File: src/rtl/mode_seq_pkg.sv
package mode_seq_pkg;
  typedef enum logic [2:0] {
    ST_CLEAR  = 3'd0,
    ST_IDLE   = 3'd1,
    ST_H_UP   = 3'd2,
    ST_H_RST  = 3'd3,
    ST_H_RUN  = 3'd4,
    ST_D_UP   = 3'd5,
    ST_D_RST  = 3'd6,
    ST_D_RUN  = 3'd7
  } seq_state_t;
endpackage

File: src/rtl/clr_walker.sv
module clr_walker #(
  parameter int ADDR_W = 5
) (
  input  logic              clk,
  input  logic              rst_n,
  input  logic              en,
  output logic [ADDR_W-1:0] addr,
  output logic              last
);
  localparam logic [ADDR_W-1:0] TOP = '1;

  always_ff @(posedge clk or negedge rst_n) begin
    if (!rst_n)  addr <= '0;
    else if (en) addr <= addr + 1'b1;
  end

  assign last = en && (addr == TOP);
endmodule

File: src/rtl/settle_timer.sv
module settle_timer #(
  parameter int SETTLE_CYC = 4
) (
  input  logic clk,
  input  logic rst_n,
  input  logic count_en,
  output logic expired
);
  localparam int CW = (SETTLE_CYC > 1) ? $clog2(SETTLE_CYC) : 1;
  localparam logic [CW-1:0] LAST = CW'(SETTLE_CYC - 1);

  logic [CW-1:0] cnt;

  always_ff @(posedge clk or negedge rst_n) begin
    if (!rst_n)         cnt <= '0;
    else if (!count_en) cnt <= '0;
    else                cnt <= cnt + 1'b1;
  end

  assign expired = count_en && (cnt == LAST);


  cnt_in_window_chk: assert property (@(posedge clk) disable iff (!rst_n)
    count_en |-> (cnt <= LAST));
endmodule

File: src/rtl/req_latch.sv
module req_latch (
  input  logic clk,
  input  logic rst_n,
  input  logic tick,
  input  logic take,
  output logic pend
);
  always_ff @(posedge clk or negedge rst_n) begin
    if (!rst_n) pend <= 1'b0;
    else        pend <= tick | (pend & ~take);
  end
endmodule

File: src/rtl/mode_seq_ctrl.sv
module mode_seq_ctrl
  import mode_seq_pkg::*;
#(
  parameter int ADDR_W     = 5,
  parameter int SETTLE_CYC = 4
) (
  input  logic              clk,
  input  logic              rst_n,
  input  logic              hour_tick,
  input  logic              day_tick,
  input  logic              hu_done,
  input  logic              du_done,
  input  logic              cp_done,
  output logic              mem_clr_we,
  output logic [ADDR_W-1:0] mem_clr_addr,
  output logic              hu_pwr,
  output logic              hu_rst,
  output logic              hu_run,
  output logic              dc_pwr,
  output logic              dc_rst,
  output logic              dc_run
);
  seq_state_t state, nxt;
  logic clr_last, tmr_exp, pend_h, pend_d, take_h, take_d;
  logic du_seen, cp_seen, dc_finish;

  clr_walker #(.ADDR_W(ADDR_W)) u_walk (
    .clk(clk), .rst_n(rst_n), .en(state == ST_CLEAR),
    .addr(mem_clr_addr), .last(clr_last));

  settle_timer #(.SETTLE_CYC(SETTLE_CYC)) u_tmr (
    .clk(clk), .rst_n(rst_n),
    .count_en((state == ST_H_UP) || (state == ST_D_UP)),
    .expired(tmr_exp));

  assign take_h = (state == ST_IDLE) && pend_h;
  assign take_d = (state == ST_IDLE) && !pend_h && pend_d;

  req_latch u_hreq (.clk(clk), .rst_n(rst_n), .tick(hour_tick), .take(take_h), .pend(pend_h));
  req_latch u_dreq (.clk(clk), .rst_n(rst_n), .tick(day_tick),  .take(take_d), .pend(pend_d));

  always_ff @(posedge clk or negedge rst_n) begin
    if (!rst_n) begin
      du_seen <= 1'b0;
      cp_seen <= 1'b0;
    end else if (state == ST_D_RST) begin
      du_seen <= 1'b0;
      cp_seen <= 1'b0;
    end else if (state == ST_D_RUN) begin
      du_seen <= du_seen | du_done;
      cp_seen <= cp_seen | cp_done;
    end
  end

  assign dc_finish = (du_seen | du_done) & (cp_seen | cp_done);

  always_comb begin
    nxt = state;
    unique case (state)
      ST_CLEAR: if (clr_last) nxt = ST_IDLE;
      ST_IDLE:  if (take_h) nxt = ST_H_UP;
                else if (take_d) nxt = ST_D_UP;
      ST_H_UP:  if (tmr_exp) nxt = ST_H_RST;
      ST_H_RST: nxt = ST_H_RUN;
      ST_H_RUN: if (hu_done) nxt = ST_IDLE;
      ST_D_UP:  if (tmr_exp) nxt = ST_D_RST;
      ST_D_RST: nxt = ST_D_RUN;
      ST_D_RUN: if (dc_finish) nxt = ST_IDLE;
      default:  nxt = ST_IDLE;
    endcase
  end

  always_ff @(posedge clk or negedge rst_n) begin
    if (!rst_n) state <= ST_CLEAR;
    else        state <= nxt;
  end

  assign mem_clr_we = (state == ST_CLEAR);
  assign hu_pwr = (state == ST_H_UP) || (state == ST_H_RST) || (state == ST_H_RUN);
  assign hu_rst = (state == ST_H_RST);
  assign hu_run = (state == ST_H_RUN);
  assign dc_pwr = (state == ST_D_UP) || (state == ST_D_RST) || (state == ST_D_RUN);
  assign dc_rst = (state == ST_D_RST);
  assign dc_run = (state == ST_D_RUN);


  one_domain_chk: assert property (@(posedge clk) disable iff (!rst_n)
    $onehot0({hu_pwr, dc_pwr}));


  clear_unpowered_chk: assert property (@(posedge clk) disable iff (!rst_n)
    mem_clr_we |-> !(hu_pwr || dc_pwr));


  hu_run_after_rst_chk: assert property (@(posedge clk) disable iff (!rst_n)
    hu_rst |=> hu_run);


  dc_run_after_rst_chk: assert property (@(posedge clk) disable iff (!rst_n)
    dc_rst |=> dc_run);


  hu_off_after_done_chk: assert property (@(posedge clk) disable iff (!rst_n)
    (hu_run && hu_done) |=> !hu_pwr);


  dc_needs_both_chk: assert property (@(posedge clk) disable iff (!rst_n)
    (dc_run && !du_done && !du_seen) |=> dc_pwr);
endmodule

File: config.mk
export PLATFORM = sky130hd
export DESIGN_NAME = mode_seq_ctrl
export DESIGN_NICKNAME = d
export VERILOG_FILES = /design/src/rtl/mode_seq_pkg.sv /design/src/rtl/clr_walker.sv /design/src/rtl/settle_timer.sv /design/src/rtl/req_latch.sv /design/src/rtl/mode_seq_ctrl.sv
export SDC_FILE = /design/constraint.sdc
export NUM_CORES = 1
export LEC_CHECK = 0
export BUFFER_PORTS_ARGS = -buffer_cell sky130_fd_sc_hd__buf_2
export CAP_MARGIN = 20
export CORE_AREA = 2 2 53 55
export DETAILED_ROUTE_END_ITERATION = 10
export DIE_AREA = 0 0 55 57
export PLACE_DENSITY_LB_ADDON = 0.05
export RECOVER_POWER = 50
export SYNTH_ARGS = -nofsm -noshare
export SYNTH_HDL_FRONTEND = slang
export SYNTH_HIERARCHICAL = 1
export SYNTH_SLANG_ARGS = --single-unit
File: constraint.sdc
create_clock -name clk -period 2.25 [get_ports clk]
set_clock_uncertainty 0.1 [all_clocks]
set_input_delay 0.225 -clock clk [delete_from_list [all_inputs] [get_ports clk]]
set_output_delay 0.225 -clock clk [all_outputs]
set_load 0.03 [all_outputs]
# Word level (Yosys, flattened, before mapping)
# Index checks and enable logic that the tools add are counted.
[classes]
n_addsub = 2
n_mul = 0
n_div = 0
n_lt_le_gt_ge = 0
n_eq_ne = 15
shifts = 0
mux = 13
bitwise_logic = 9
n_reduce_logical = 14
[ops]
columns = ["operator", "n"]
rows = [
  ["$pmux 3 s8", 1],
  ["$mux 3", 7],
  ["$eq 3x3->1 const B", 4],
  ["$ne 2x2->1 const B", 4],
  ["$eq 3x2->1 const B", 2],
  ["$reduce_and 6->1", 1],
  ["$add 5x1->5 const B", 1],
  ["$eq 5x5->1 const B", 1],
  ["$logic_and 1x1->1", 5],
  ["$logic_or 1x1->1", 5],
  ["$mux 1", 4],
  ["$or 1x1->1", 4],
  ["$and 1x1->1", 3],
  ["$eq 3x1->1 const B", 1],
  ["$logic_not 3->1", 1],
  ["$ne 3x1->1 const B", 1],
  ["$add 2x1->2 const B", 1],
  ["$eq 2x2->1 const B", 1],
  ["$mux 2", 1],
  ["$ne 2x1->1 const B", 1],
  ["$not 1->1", 2],
  ["$reduce_bool 2->1", 1],
  ["$logic_not 1->1", 1],
]
[word_totals]
regBits = 14
latchBits = 0
mem_bits_rw = 0
mem_bits_ro = 0
inputBits = 7
word_cells = 60
n_memories = 0

# Logic depth before layout (Yosys ltp)
[logic_depth]
ltp_word = 6
depth_mapped = 7
mapped_depth_nobuf = 7

# Modules after synthesis
# Netlist, hierarchy kept.
[by_module_without_submodules]
columns = ["mod", "instances", "cells_each", "area_per_inst_um2"]
rows = [
  ["mode_seq_ctrl", 1, 43, 360.3],
  ["clr_walker", 1, 16, 222.7],
  ["settle_timer", 1, 6, 88.8],
  ["req_latch", 2, 3, 36.3],
]

# Worst setup path after synthesis
# OpenSTA, ideal clock, no wires.
[synth_path]
kind = "register to register"
start = "register state[1]"
end = "register state[0]"
arrival_time_ns = 2.200
required_time_ns = 2.060
slack_ns = -0.139
stages_incl_launch_ff = 7
n_path_buf = 1
period_less_slack_ns = 2.389
cell_sequence = "dfrtp_1 buf_2 nor3_1 and2_2 mux2_4 nand2_1 o2111ai_1"
[synth_via]
word_cells_on_any_way = 23
cone_classes = "13 x eq/ne; 2 x mux; 8 x reduce/logical"
[synth_lines]
columns = ["element", "line", "source"]
rows = [
  ["start: declaration", "mode_seq_ctrl.sv:23", "seq_state_t state, nxt;"],
  ["start signal: assignment", "mode_seq_ctrl.sv:75", "else state <= nxt;"],
  ["$logic_not 3->1", "n/a", ""],
  ["named net mem_clr_we", "mode_seq_ctrl.sv:14", "output logic mem_clr_we,"],
  ["$logic_and 1x1->1", "clr_walker.sv:17", "assign last = en && (addr == TOP);"],
  ["named net clr_last", "mode_seq_ctrl.sv:24", "logic clr_last, tmr_exp, pend_h, pend_d, take_h, take_d;"],
  ["$ne 2x2->1 (no line)", "n/a", ""],
  ["$reduce_and 6->1 (no line)", "n/a", ""],
]
# The timed path passes the listed nets, and every way through them passes these cells.
# A chain may end at the register's enable or synchronous reset.

# Worst setup path after layout
[layout_path]
start = "register state[0]"
end = "output port mem_clr_we"
[layout_via]
elab_chain_cells = 1
[layout_lines]
columns = ["element", "line", "source"]
rows = [
  ["$logic_not 3->1", "mode_seq_ctrl.sv:78", "assign mem_clr_we = (state == ST_CLEAR);"],
  ["end: declaration", "mode_seq_ctrl.sv:14", ""],
]
# Every way passes these cells.

==> flow_metrics.env <==
export IMPL_outcome="finished clean"
export IMPL_async_flop_share_pct=100
export IMPL_seqCellArea_sq_um=350
export IMPL_finalInstanceArea_sq_um=897
export IMPL_routed_via_count=590
export IMPL_port_buffers=18
export IMPL_synth_fp_nets=81
export IMPL_avgRoutedWirePerCell_microns=12.1
export IMPL_drc=0
export IMPL_required_ns=1.92
export IMPL_maxCapViolations=0
export IMPL_cts_sinks=14
export IMPL_area_growth_pct=20.5
export IMPL_cts_path_max_buffers=2
export IMPL_synth_top_area_share_pct=47.1
export IMPL_ant_nets=0
export IMPL_max_freq_mhz=518
export IMPL_multiInputGateArea_sq_um=367
export IMPL_path_max_fanout=9
export IMPL_p_leak_nw=0.428
export IMPL_grt_max_degree=15
export IMPL_dieArea_sq_um=3140
export IMPL_setup_viol=0
export IMPL_first_pass_iters=4
export IMPL_drv_slew=0
export IMPL_fin_hold_ws_ns=0.0313
export IMPL_gr_total_overflow=0
export IMPL_core_sq_um=2620
export IMPL_ir_drop_mv=0.685
export IMPL_powerDensity_nw_per_um2=1520
export IMPL_startpoint="state[0]$_DFFE_PN0P_"
export IMPL_arrival_ns=1.61
export IMPL_yosys_warnings=6
export IMPL_fp_dieH_microns=57
export IMPL_holdCritStartpoint="hour_tick"
export IMPL_grt_first_pass_wirelength_microns=2550
export IMPL_worst_slew_pin_transition_ns=0.760
export IMPL_hold_viol_final=0
export IMPL_synth_area_per_cell_sq_um=10.5
export IMPL_htree_levels=1
export IMPL_drive_above_1_share_pct=28.3
export IMPL_via_per_inst=4.80
export IMPL_nNetsFinal=104
export IMPL_numCtsBuffers=3
export IMPL_grt_pass1_vias=590
export IMPL_ys_types=31
export IMPL_initial_utilization_pct=28.5
export IMPL_synth_seq_cells=14
export IMPL_synthTopCellsByArea="dfrtp_1 (47%), ha_1 (5.0%), nor2_1 (3.5%), a21o_1 (3.0%), mux2_2 (3.0%)"
export IMPL_fin_crit_sh_pct=85.8
export IMPL_syn_area_sq_um=744
export IMPL_rsz0062_at_grt="false"
export IMPL_worst_setup_path_type="register to output port"
export IMPL_antenna_found_initial=0
export IMPL_cts_tree="yes"
export IMPL_insertion_delay_ns=0.27
export IMPL_yosysSeqAreaShare_pct=47.1
export IMPL_yosys_most_used_dff="dfrtp_1"
export IMPL_n_antenna_cell=0
export IMPL_root_buffer="clkbuf_4"
export IMPL_relSlewSlack_pct=49.4
export IMPL_setup_tns_ns=0
export IMPL_min_path_type="primary input to register"
export IMPL_clkTransAtPathRegs_ns=0.08
export IMPL_fp_row_count=19
export IMPL_startpoint_type="register"
export IMPL_hpwl_microns=1150
export IMPL_io_pins=19
export IMPL_syn_inst=71
export IMPL_fillCellCount=293
export IMPL_wl_microns=1490
export IMPL_gp_congestion=0.695
export IMPL_grt_usage_pct=11.2
export IMPL_end_kind="output port"
export IMPL_drt_initial_drc_count=9
export IMPL_min_period_ns=1.93
export IMPL_yosys_area_top_type="dfrtp_1"
export IMPL_regToRegStartpoint="u_walk/addr[0]$_DFFE_PN0P_"
export IMPL_die_w_microns=55
export IMPL_synth_edf_count=0
export IMPL_dpl_cell_area_sq_um=872
-- state kept, by name, summed over array words and instances (netlist names) --
signal	cells
u_dreq/pend	1
u_hreq/pend	1
cp_seen	1
du_seen	1
u_tmr/cnt	2
state	3
u_walk/addr	5
-- through the flow --
| stage | utilization [%] | instances | setup slack, ns | total power [mW] |
|---|---|---|---|---|
| after CTS | 34.6 | 123 | 0.265 | 1.41 |
| after floorplan | - | 71 | 0.291 | 1.06 |
| final | 34.3 | 123 | 0.319 | 1.37 |
| after global routing | 34.3 | 123 | 0.171 | 1.50 |
| after detailed placement | 33.3 | 119 | 0.404 | 1.26 |
| after global placement | 33.3 | 119 | 0.437 | 1.26 |
-- kinds of logic after synthesis --
family / Yosys count / synth area share [%]
adder cells (fa/ha/maj): 3 / 5.04
multiplexers: 3 / 5.04
XOR/XNOR: 3 / 3.53
AO/OA/AOI/OAI: 12 / 11.4
flip-flops: 14 / 47.1
buffers and inverters: 6 / 4.37
AND/OR/NAND/NOR: 30 / 23.5
-- synth_stat cells, drive strengths merged, types with 3 or more instances --
library cell / count
a21o: 3
and2: 3
and3: 5
buf: 3
dfrtp: 14
ha: 3
inv: 3
mux2: 3
nand2: 5
nor2: 7
nor2b: 3
o21ai: 3
-- per-layer routing --
layer	vias up	share of wire (%)	global-route usage [%]
met4	0	1.1	6.27
met2	13	51	17.3
met5	-	0	0
li1	293	-	-
met3	2	4.6	1.57
met1	282	43	14.6
-- final cells by class --
class / instances / share of cell area, %
Multi-Input combinational cell: 51 / 40.9
Sequential cell: 14 / 39.1
Timing Repair Buffer: 21 / 12.0
Tap cell: 31 / 4.32
Clock buffer: 3 / 2.51
Inverter: 3 / 1.26
-- what timing repair did --
action / 4_1_cts / 5_1_grt
hold buffers: 1 / 0
buffers inserted: 0 / 0
gates resized for setup: 0 / 0
hold endpoints to repair: 14 / 0
-- critical path: stages, from the launching register on --
cell     delay [ns]
dfrtp_1        0.47
buf_4          0.20
nor3_2         0.38
buf_2          0.29
-- path summary, 6_finish.rpt --
path	endpoint	slack (ns)	depth (start not counted)
max	mem_clr_we	0.32	3
min	u_hreq/pend$_DFF_PN0_	0.03	2
max reg2reg	state[2]$_DFFE_PN0P_	0.40	6
min reg2reg	u_tmr/cnt[0]$_DFF_PN0_	0.38	1
max in group asynchronous	u_tmr/cnt[0]$_DFF_PN0_	1.13	2
min in group asynchronous	u_hreq/pend$_DFF_PN0_	0.44	2
-- placed cells by master, fill, tap and decap left out, types with 2 or more instances in the layout --
cell type  Yosys  layout
o21ai_0        2       2
and2_1         2       2
inv_1          3       3
buf_4          0       2
nand3b_1       2       2
xnor2_1        2       2
nand2_1        5       5
nor2b_1        2       2
dfrtp_1       14      14
a21o_1         3       3
and3_2         2       2
mux2_2         2       2
clkbuf_1       0       6
nor2_1         7       7
buf_2          2      12
ha_1           3       3
a31oi_1        2       2
and3_1         2       2
clkbuf_4       0       3
-- power breakdown --
part / switching, mW / leakage, nW / internal, mW
Sequential: 0.136 / 0.166 / 0.362
Combinational: 0.451 / 0.248 / 0.288
Clock: 0.0696 / 0.0138 / 0.0618
Total: 0.656 / 0.428 / 0.712
Power figures use the tool's default switching activity.
